--- src/rtl/ctlport_pkg.sv ---
package ctlport_pkg;
  localparam int REG_W        = 8;
  localparam int BUS_W        = 16;
  localparam int IDX_W        = 4;
  localparam int SER_PER_PORT = 3;
  localparam int IDX_VER      = 0;
  localparam int IDX_DATA0    = 1;
endpackage

--- src/rtl/ctlport_lane.sv ---
module ctlport_lane #(
  parameter int PIN_W = 7,
  parameter int REG_W = 8
) (
  input  logic             clk,
  input  logic             rst_n,
  input  logic             data_we,
  input  logic             dir_we,
  input  logic [REG_W-1:0] wdata,
  input  logic [PIN_W-1:0] pin_in,
  output logic [REG_W-1:0] rd_view,
  output logic [REG_W-1:0] dir_view,
  output logic [PIN_W-1:0] drv_val,
  output logic [PIN_W-1:0] drv_en
);
  logic [REG_W-1:0] data_q;
  logic [REG_W-1:0] dir_q;

  always_ff @(posedge clk or negedge rst_n) begin
    if (!rst_n) begin
      data_q <= '0;
      dir_q  <= '0;
    end else begin
      if (data_we) data_q <= (wdata & dir_q) | (data_q & ~dir_q);
      if (dir_we)  dir_q  <= wdata;
    end
  end

  assign rd_view  = {data_q[REG_W-1:PIN_W],
                     (data_q[PIN_W-1:0] & dir_q[PIN_W-1:0]) |
                     (pin_in & ~dir_q[PIN_W-1:0])};
  assign dir_view = dir_q;
  assign drv_val  = data_q[PIN_W-1:0];
  assign drv_en   = dir_q[PIN_W-1:0];

  // input bits never change through any cycle
  assert_input_bits_kept_R5: assert property (@(posedge clk) disable iff (!rst_n)
    1'b1 |=> (((data_q ^ $past(data_q)) & ~$past(dir_q)) == '0));

  assert_drive_hold_R8: assert property (@(posedge clk) disable iff (!rst_n)
    !data_we |=> $stable(drv_val));
endmodule

--- src/rtl/ctlport_store.sv ---
module ctlport_store #(
  parameter int DEPTH = 9,
  parameter int REG_W = 8,
  localparam int AW   = (DEPTH > 1) ? $clog2(DEPTH) : 1
) (
  input  logic             clk,
  input  logic             rst_n,
  input  logic             we,
  input  logic [AW-1:0]    addr,
  input  logic [REG_W-1:0] wdata,
  output logic [REG_W-1:0] rdata
);
  logic [REG_W-1:0] mem_q [DEPTH];

  always_ff @(posedge clk or negedge rst_n) begin
    if (!rst_n) begin
      for (int i = 0; i < DEPTH; i++) mem_q[i] <= '0;
    end else if (we && int'(addr) < DEPTH) begin
      mem_q[addr] <= wdata;
    end
  end

  assign rdata = (int'(addr) < DEPTH) ? mem_q[addr] : '0;

  assert_store_write_R9: assert property (@(posedge clk) disable iff (!rst_n)
    (we && int'(addr) < DEPTH) |=> (mem_q[$past(addr)] == $past(wdata)));
endmodule

--- src/rtl/ctlport_top.sv ---
module ctlport_top
  import ctlport_pkg::*;
#(
  parameter int          NUM_PORTS = 3,
  parameter int          PIN_W     = 7,
  parameter logic [7:0]  VERSION   = 8'h80,
  localparam int         PINS_W    = NUM_PORTS * PIN_W,
  localparam int         IDX_DIR0  = IDX_DATA0 + NUM_PORTS,
  localparam int         IDX_SER0  = IDX_DIR0 + NUM_PORTS,
  localparam int         NUM_SER   = NUM_PORTS * SER_PER_PORT,
  localparam int         SER_AW    = (NUM_SER > 1) ? $clog2(NUM_SER) : 1
) (
  input  logic              clk,
  input  logic              rst_n,
  input  logic [IDX_W-1:0]  reg_idx,
  input  logic [BUS_W-1:0]  wr_data,
  input  logic              wr_en,
  input  logic              rd_en,
  input  logic [PINS_W-1:0] pin_in,
  output logic [BUS_W-1:0]  rd_data,
  output logic [PINS_W-1:0] drv_val,
  output logic [PINS_W-1:0] drv_en
);
  logic [REG_W-1:0] wbyte;
  logic [REG_W-1:0] lane_rd  [NUM_PORTS];
  logic [REG_W-1:0] lane_dir [NUM_PORTS];
  logic [REG_W-1:0] ser_rd;
  logic [REG_W-1:0] rd_byte;
  logic [REG_W-1:0] rd_q;
  logic [IDX_W-1:0] ser_off;
  logic             ser_hit;

  assign wbyte   = wr_data[REG_W-1:0];
  assign ser_off = reg_idx - IDX_W'(IDX_SER0);
  assign ser_hit = (int'(reg_idx) >= IDX_SER0) && (int'(reg_idx) < IDX_SER0 + NUM_SER);

  for (genvar p = 0; p < NUM_PORTS; p++) begin : g_lane
    logic data_we, dir_we;
    assign data_we = wr_en && (int'(reg_idx) == IDX_DATA0 + p);
    assign dir_we  = wr_en && (int'(reg_idx) == IDX_DIR0 + p);
    ctlport_lane #(.PIN_W(PIN_W), .REG_W(REG_W)) u_lane (
      .clk      (clk),
      .rst_n    (rst_n),
      .data_we  (data_we),
      .dir_we   (dir_we),
      .wdata    (wbyte),
      .pin_in   (pin_in[p*PIN_W +: PIN_W]),
      .rd_view  (lane_rd[p]),
      .dir_view (lane_dir[p]),
      .drv_val  (drv_val[p*PIN_W +: PIN_W]),
      .drv_en   (drv_en[p*PIN_W +: PIN_W])
    );
  end

  ctlport_store #(.DEPTH(NUM_SER), .REG_W(REG_W)) u_store (
    .clk   (clk),
    .rst_n (rst_n),
    .we    (wr_en && ser_hit),
    .addr  (ser_off[SER_AW-1:0]),
    .wdata (wbyte),
    .rdata (ser_rd)
  );

  always_comb begin
    rd_byte = 8'hE0;
    if (int'(reg_idx) == IDX_VER) rd_byte = VERSION;
    for (int p = 0; p < NUM_PORTS; p++) begin
      if (int'(reg_idx) == IDX_DATA0 + p) rd_byte = lane_rd[p];
      if (int'(reg_idx) == IDX_DIR0 + p)  rd_byte = lane_dir[p];
    end
    if (ser_hit) rd_byte = ser_rd;
  end

  always_ff @(posedge clk or negedge rst_n) begin
    if (!rst_n)     rd_q <= '0;
    else if (rd_en) rd_q <= rd_byte;
  end

  assign rd_data = {rd_q, rd_q};

  assert_byte_mirror_R3: assert property (@(posedge clk) disable iff (!rst_n)
    rd_data[15:8] == rd_data[7:0]);

  assert_read_hold_R2: assert property (@(posedge clk) disable iff (!rst_n)
    !rd_en |=> $stable(rd_data));

  assert_version_read_R4: assert property (@(posedge clk) disable iff (!rst_n)
    (rd_en && int'(reg_idx) == IDX_VER) |=> (rd_data[7:0] == VERSION));
endmodule

--- config.mk ---
export PLATFORM = sky130hd
export DESIGN_NAME = ctlport_top
export DESIGN_NICKNAME = d
export VERILOG_FILES = /design/src/rtl/ctlport_pkg.sv /design/src/rtl/ctlport_lane.sv /design/src/rtl/ctlport_store.sv /design/src/rtl/ctlport_top.sv
export SDC_FILE = /design/constraint.sdc
export NUM_CORES = 1
export LEC_CHECK = 0
export ABC_AREA = 1
export BUFFER_PORTS_ARGS = -buffer_cell sky130_fd_sc_hd__buf_2
export CAP_MARGIN = 20
export CORE_MARGIN = 10
export CORE_UTILIZATION = 40
export DETAILED_ROUTE_END_ITERATION = 16
export PLACE_DENSITY_LB_ADDON = 0.08
export SLEW_MARGIN = 15
export SYNTH_ARGS = -nofsm -noshare
export SYNTH_HDL_FRONTEND = slang
export SYNTH_SLANG_ARGS = --single-unit
--- constraint.sdc ---
create_clock -name clk -period 1.7 [get_ports clk]
set_input_delay 0.085 -clock clk [delete_from_list [all_inputs] [get_ports clk]]
set_output_delay 0.085 -clock clk [all_outputs]
set_load 0.005 [all_outputs]
[Yosys cells after proc, flatten, opt, wreduce, memory -nomap -nowiden]
Cells that the tools add are included.
Operators by class
  add/sub/neg operators: 1
  $lt $le $gt $ge: 4
  equality and inequality tests: 6
  muxes and demuxes: 15
  bitwise logic cells: 25
  reduce and logical (&&, ||, !) cells: 10
Operator list (number)
  $mux 8: 11
  $bwmux 72: 1
  $and 8x8->8: 6
  $and 7x7->7: 6
  $bmux 8 s4: 1
  $demux 8 s4: 1
  $not 8->8: 3
  $or 8x8->8: 3
  $not 7->7: 3
  $or 7x7->7: 3
  $eq 4x4->1 const B: 3
  $logic_and 1x1->1: 9
  $eq 4x3->1 const B: 2
  $mux 7: 1
  $ge 5x5->1 const B: 1
  $lt 5x1->1 const B: 1
  $not 4->5: 1
  $eq 4x2->1 const B: 1
  $ge 4x3->1 const B: 1
  $logic_not 4->1: 1
  $lt 4x4->1 const B: 1
  $sub 4x3->4 const B: 1
Word-level totals
  bits in registers: 128
  input bits: 45
  output and inout port bits: 58
  word-level logic and storage cells: 77

[Logic depth before layout (Yosys ltp)]
Gate-level depths: netlist of run 1.
  depth after elaboration: 10
  gate-level depth with buffers: 15
  depth with buffers taken out: 13

[Hierarchy]
From an unflattened synthesis of run 1, not the netlist that was laid out.
Unflattened totals
  cells, all modules: 1041
  area, all modules: 7621.1 um^2
By module, submodules not included
  ctlport_store: instances 1, cells an instance 517, area an instance 3878.7 um^2, sequential area each 1801.7 um^2
  ctlport_lane: instances 3, cells an instance 103, area an instance 829.5 um^2, sequential area each 400.4 um^2
  ctlport_top: instances 1, cells an instance 215, area an instance 1253.7 um^2, sequential area each 200.2 um^2

[Worst setup path before layout of run 1]
No wires, ideal clock.
  kind: input to register
  from: in reg_idx[0]
  to: reg rd_q[5]
  library setup time: 0.121 ns
  arrival time: 1.963 ns
  data required time: 1.579 ns
  setup slack: -0.384 ns
  stages: 14
  path buffers: 4
  path through: buf_2 clkinv_1 clkbuf_1 ha_1 clkbuf_1 inv_1 clkbuf_1 nand3_1 nand2_1 nand2_1 nand2_1 nor2_1 nor2_1 a21oi_1
Between the ends
  longest elaborated chain between the ends: 9
  elaborated cells on any way between the ends: 23
  those cells by class: add/sub: 1; order compare: 2; eq/ne: 6; mux: 12; bitwise: 1; reduce/logical: 1
RTL lines
  start: declaration: line ctlport_top.sv:15  | input logic [IDX_W-1:0] reg_idx,
  branches (longest 8 deep; another with $sub 4x3->4)
  $mux 8 (*): line ctlport_top.sv:71  | if (ser_hit) rd_byte = ser_rd;
  end signal: assignment: line ctlport_top.sv:76  | else if (rd_en) rd_q <= rd_byte;
  end: declaration: line ctlport_top.sv:29  | logic [REG_W-1:0] rd_q;
Every way passes the cells marked *. The select of a mux whose other input is x is not followed.
A chain may end at the register's enable or synchronous reset.

[Final worst setup path of run 1]
  from: reg g_lane[0].u_lane.dir_q[1]
  to: reg rd_q[1]
Between the ends
  longest elaborated chain between the ends: 10
  elaborated cells on any way between the ends: 11
  those cells by class: mux: 7; bitwise: 4
RTL lines
  start: declaration: line ctlport_lane.sv:17  | logic [REG_W-1:0] dir_q;
  start signal: assignment: line ctlport_lane.sv:25  | if (dir_we) dir_q <= wdata;
  $not 7->7: line ctlport_lane.sv:31  | (pin_in & ~dir_q[PIN_W-1:0])};
  $and 7x7->7: line ctlport_lane.sv:31
  $or 7x7->7: line ctlport_lane.sv:30  | (data_q[PIN_W-1:0] & dir_q[PIN_W-1:0]) |
  $mux 8: line ctlport_top.sv:68  | if (int'(reg_idx) == IDX_DATA0 + p) rd_byte = lane_rd[p];
  $mux 8 (*): line ctlport_top.sv:69  | if (int'(reg_idx) == IDX_DIR0 + p) rd_byte = lane_dir[p];
  $mux 8 (*): line ctlport_top.sv:68
  $mux 8 (*): line ctlport_top.sv:69
  $mux 8 (*): line ctlport_top.sv:68
  $mux 8 (*): line ctlport_top.sv:69
  $mux 8 (*): line ctlport_top.sv:71
Mark *: on every way between the ends. The rest lies on a longest branch, timed or not.

==> results_dict.tcl, run 1 <==
set metrics [dict create \
    status "finished clean" \
    ys_seq_elements 128 \
    slew_viol_final 0 \
    grt_pass1_vias 5718 \
    nNetsFinal 1073 \
    drtIter0Drc 377 \
    vias_per_cell 4.93 \
    drv_cap 0 \
    worst_setup_path_start_kind "register" \
    netlist_area_sq_um 6890 \
    fmax_ghz 0.683 \
    fin_crit_sh 0.861 \
    die-area_sq_um 22900 \
    rsz0062_at_grt "no" \
    ir_drop_mv 0.750 \
    final.min_clock_period_ns 1.46 \
    path_max_fanout 4 \
    coreArea_sq_um 16800 \
    clockBufferDepth 2 \
    hold_violations 0 \
    io_pins 103 \
    ys_warn_count 0 \
    cts.sinks 128 \
    antenna_found_initial 0 \
    synth_cells 916 \
    skew_ns 0.0108 \
    worst-path-buf-inv 1 \
    utilization 0.500 \
    die_y_um 151 \
    layout_common_cells "319 x nand2_1, 128 x dfrtp_1, 93 x buf_2" \
    fin_area_sq_um 8370 \
    place_congestion 0.841 \
    vias 6187 \
    place_ws_ns -0.141 \
    cts_buffers 17 \
    root_buffer "clkbuf_16" \
    ant_nets 0 \
    synth_nets 967 \
    hpwl_um 15300 \
    worstHoldPathType "primary input to register" \
    setup_ws_ns 0.236 \
    crit_chain "inv_1 -> nand2_1 -> nand2_1 -> nand2_1 -> o21ai_0 -> nand2_1 -> nand3_1 -> nand2_1 -> nand2_1 -> nand2_1 -> a21oi_1" \
    avgSynthCellArea_sq_um 7.52 \
    setup_viol 0 \
    ys_types 26 \
    dp_cells 1213 \
    yosysSeqAreaShare 0.465 \
    port_buffers 94 \
    drt_wl_total_um 21200 \
    drc_errors 0 \
    relSlewSlack 0.602 \
    insertion_delay_ns 0.43 \
    antennaDiodeCount 0 \
    n_fill_cell 1708 \
    crit_slowest_cell "dfrtp_1" \
    powerDensity_nw_per_um2 1140 \
    r2r_slack_ns 0.24 \
    slowest_delay_ns 0.41 \
    worstHoldStart "wr_en" \
    placed_cell_area_sq_um 7740 \
    clk_pin_slew_worst_paths_ns 0.06 \
    endpoint_kind "register" \
    critical-path-top-delay-family "simple AND/OR/NAND/NOR gates" \
    crit_start "g_lane[0].u_lane.dir_view[1]" \
    cpMostUsedCell "nand2_1" \
    final_common_cell "nand2_1" \
    fin_cells 1255 \
    dr.pass1.iters 5 \
    criticalPathCategory "register to register" \
    grt_max_degree 33 \
    worst_pin_slew_ns 0.596 \
    initial_core_util 0.411 \
    r2r-start "g_lane[0].u_lane.dir_view[1]" \
    syn_to_final_growth_pct 21.5 \
    worstPathArrival_ns 1.82 \
    cp.required_ns 2.05 \
    std_cell_rows 47 \
    leakage_nw 4.17 \
    grt_usage 0.188 \
    grt_first_pass_wirelength_um 32900 \
    fin_setup_tns_ns 0 \
    drive_above_1_share 0.210 \
    die_w_um 151 \
    htreeDepth 4 \
    cts_tree "done" \
    wl_per_cell_um 16.9 \
    gr-total-overflow 0 \
]
## final cells by class
class / instances / area (sq um) / area share
Timing Repair Buffer: 176 / 1210 / 0.145
Sequential cell: 128 / 3200 / 0.383
Tap cell: 220 / 275 / 0.0329
Clock buffer: 19 / 443 / 0.0529
Multi-Input combinational cell: 628 / 2880 / 0.344
Clock inverter: 13 / 90.1 / 0.0108
Inverter: 71 / 272 / 0.0324
## tightest hold or removal path, stage by stage
cell and delay [ns]:
buf_2 0.17, nand3_1 0.12, mux2i_1 0.08
## repair_timing
item / 4_1_cts / 5_1_grt
setup buffers: 0 / 0
endpoints found under the hold margin: 148 / 0
hold buffers: 10 / 0
resized for setup: 0 / 0
## cells by family after synthesis
family / Yosys count / share of synthesized area
multiplexers: 1 / 0.00145
buffers and inverters: 160 / 0.119
AO/OA/AOI/OAI: 192 / 0.145
XOR/XNOR: 3 / 0.00763
AND/OR/NAND/NOR: 426 / 0.251
flip-flops: 128 / 0.465
adder cells (fa/ha/maj): 6 / 0.0109
## power by group
part	switching, mW	internal, mW
clock network	1.44	1.90
registers	0.436	3.69
logic	1.17	0.872
## cells in the mapped netlist (all sizes together)
master    n  share of area
a21oi    36          0.026
a22oi     2         0.0022
a31oi     1        0.00091
buf      66          0.068
clkbuf   23          0.013
clkinv    3         0.0016
dfrtp   128           0.46
ha        6          0.011
inv      68          0.037
mux2i     1         0.0015
nand2   319           0.17
nand3    44          0.039
nor2     63          0.038
o211ai    7         0.0076
o21ai   139           0.10
o31ai     7         0.0076
xor2      3         0.0076
## path summary, 6_finish.rpt
path	endpoint	depth (start not counted)
hold / removal	register	3
max in group asynchronous	u_store.mem_q[71]	3
setup reg to reg	rd_q[1]	11
hold reg to reg	u_store.mem_q[35]	2
setup / recovery	rd_q[1]	11
min in group asynchronous	asynchronous set/reset pin	2
## metal layers
metal,up-vias,global-route usage,share of wire
met4,0,0.0611,0.014
li1,3103,-,-
met1,2873,0.273,0.48
met3,22,0.0322,0.065
met5,-,0,0
met2,189,0.276,0.44
## metrics by stage
step | total power, mW | hold slack (ns)
floorplan | 5.57 | -0.211
detailed placement | 6.22 | 0.00594
global placement | 6.19 | 0.00792
finish | 9.50 | 0.0789
global route | 10.1 | 0.0965
CTS | 9.57 | 0.0697
No activity file was read; power rests on OpenSTA's default activity.
==> inputs of run 2 (changes only) <==
Settings changed: RECOVER_POWER set to 25.
==> run 2 against run 1 <==
  * Die area unchanged
  * Via count grew 0.29%
  * Global-route usage unchanged
  * Clock power hardly changed
  * Count of clock-buffer cells in the layout is the same
  * Clock skew hardly changed
  * Core utilization is 0.18 points lower
==> results_dict.tcl, run 2 (synthesis results as in run 1) <==
set metrics [dict create \
    status "finished clean" \
    ant_nets 0 \
    endpoint_kind "register" \
    powerDensity_nw_per_um2 1140 \
    fin_area_sq_um 8340 \
    htreeDepth 4 \
    ff_latch_area_sq_um 3200 \
    dr.pass1.iters 5 \
    std_cell_rows 47 \
    grt_pass1_vias 5718 \
    fin_setup_tns_ns 0 \
    placed_cell_area_sq_um 7740 \
    root_buffer "clkbuf_16" \
    dp_cells 1213 \
    insertion_delay_ns 0.43 \
    drt_wl_total_um 21200 \
    grt_first_pass_wirelength_um 32900 \
    grt_use_met1 0.273 \
    slew_viol_final 0 \
    fin_crit_sh 0.865 \
    drv_cap 0 \
    n_fill_cell 1712 \
    skew_ns 0.0106 \
    path_max_fanout 4 \
    leakage_nw 4.16 \
    wl_per_cell_um 16.9 \
    clockBufferDepth 2 \
    r2r_end "rd_q[1]" \
    grt_usage 0.188 \
    cts_buffers 17 \
    gr-total-overflow 0 \
    hold_violations 0 \
    finalPower_mw 9.50 \
    top_usage_layer "met2" \
    fin_cells 1255 \
    drc_errors 0 \
    relSlewSlack 0.431 \
    final_common_cell "nand2_1" \
    final.min_clock_period_ns 1.47 \
    worstHoldPathType "primary input to asynchronous set/reset pin" \
    drive_above_1_share 0.210 \
    coreArea_sq_um 16800 \
    fmax_ghz 0.680 \
    worstPathArrival_ns 1.82 \
    initial_core_util 0.411 \
    antennaDiodeCount 0 \
    worst_setup_path_start_kind "register" \
    multi_input_area_sq_um 2880 \
    vias_per_cell 4.94 \
    grt_util_met3 0.0322 \
    antenna_found_initial 0 \
    r2r-start "g_lane[0].u_lane.dir_view[1]" \
    cts_tree "done" \
    syn_to_final_growth_pct 21.1 \
    r2r_slack_ns 0.23 \
    reg2reg_depth 11 \
    cp.required_ns 2.05 \
    clk_pin_slew_worst_paths_ns 0.06 \
    rsz0062_at_grt "no" \
    die-area_sq_um 22900 \
    hpwl_um 15300 \
    grt_max_degree 33 \
    utilization 0.498 \
    die_w_um 151 \
    die_y_um 151 \
    place_congestion 0.841 \
    postCtsSetupRepairBufs 0 \
    ir_drop_mv 0.751 \
    criticalPathCategory "register to register" \
    port_buffers 94 \
    worst_pin_slew_ns 0.853 \
    setup_viol 0 \
    io_pins 103 \
    drtIter0Drc 394 \
    layout_common_cells "319 x nand2_1, 128 x dfrtp_1, 93 x buf_2" \
    use_met2 0.276 \
    vias 6205 \
    nNetsFinal 1073 \
    cts.sinks 128 \
]
run 2: routing by layer:
metal / up-vias / share of wire
li1: 3102 / -
met1: 2908 / 0.49
met2: 173 / 0.44
met3: 22 / 0.059
met4: 0 / 0.013
met5: - / 0
run 2: layout make-up:
class,count,area share
flip-flops and latches,128,0.384
multi-input cells,628,0.345
repair buffers,176,0.142
clock buffers,19,0.0531
well taps,220,0.0330
inverters,71,0.0325
clock inverters,13,0.0108
run 2: repair_timing:
item / 4_1_cts / 5_1_grt
hold buffers: 10 / 0
gates resized for setup: 0 / 0
endpoints found under the hold margin: 148 / 0
run 2: worst max-delay path by stage:
stage | start | endpoint | slack, ns | depth (start not counted)
final | g_lane[0].u_lane.dir_view[1] | rd_q[1] | 0.23 | 11
after global routing | g_lane[0].u_lane.dir_view[5] | rd_q[5] | 0.08 | 13
after CTS | g_lane[0].u_lane.dir_view[1] | rd_q[1] | 0.25 | 11
after detailed placement | reg_idx[0] | u_store.mem_q[14] | -0.14 | 11
after global placement | reg_idx[0] | u_store.mem_q[13] | -0.12 | 11
after floorplan | reg_idx[0] | rd_q[5] | 0.007 | 14
run 2: where the power goes:
part	switching, mW	internal (mW)	leakage (nW)
combinational	1.17	0.864	2.28
clock	1.44	1.90	0.255
sequential	0.435	3.69	1.62
run 2: metrics by stage:
stage,worst slack (ns),hold slack [ns]
2_1_floorplan,0.00650,-0.211
3_3_place_gp,-0.115,0.00792
3_5_place_dp,-0.141,0.00594
4_1_cts,0.253,0.0697
5_1_grt,0.0781,0.0965
6_report,0.230,0.0783
run 2: critical path: stages (launching register included):
cell	delay (ns)
dfrtp_1	0.41
inv_1	0.12
nand2_1	0.06
nand2_1	0.05
nand2_1	0.04
o21ai_0	0.12
nand2_1	0.15
nand3_1	0.10
nand2_1	0.07
nand2_1	0.06
nand2_1	0.08
a21oi_1	0.13
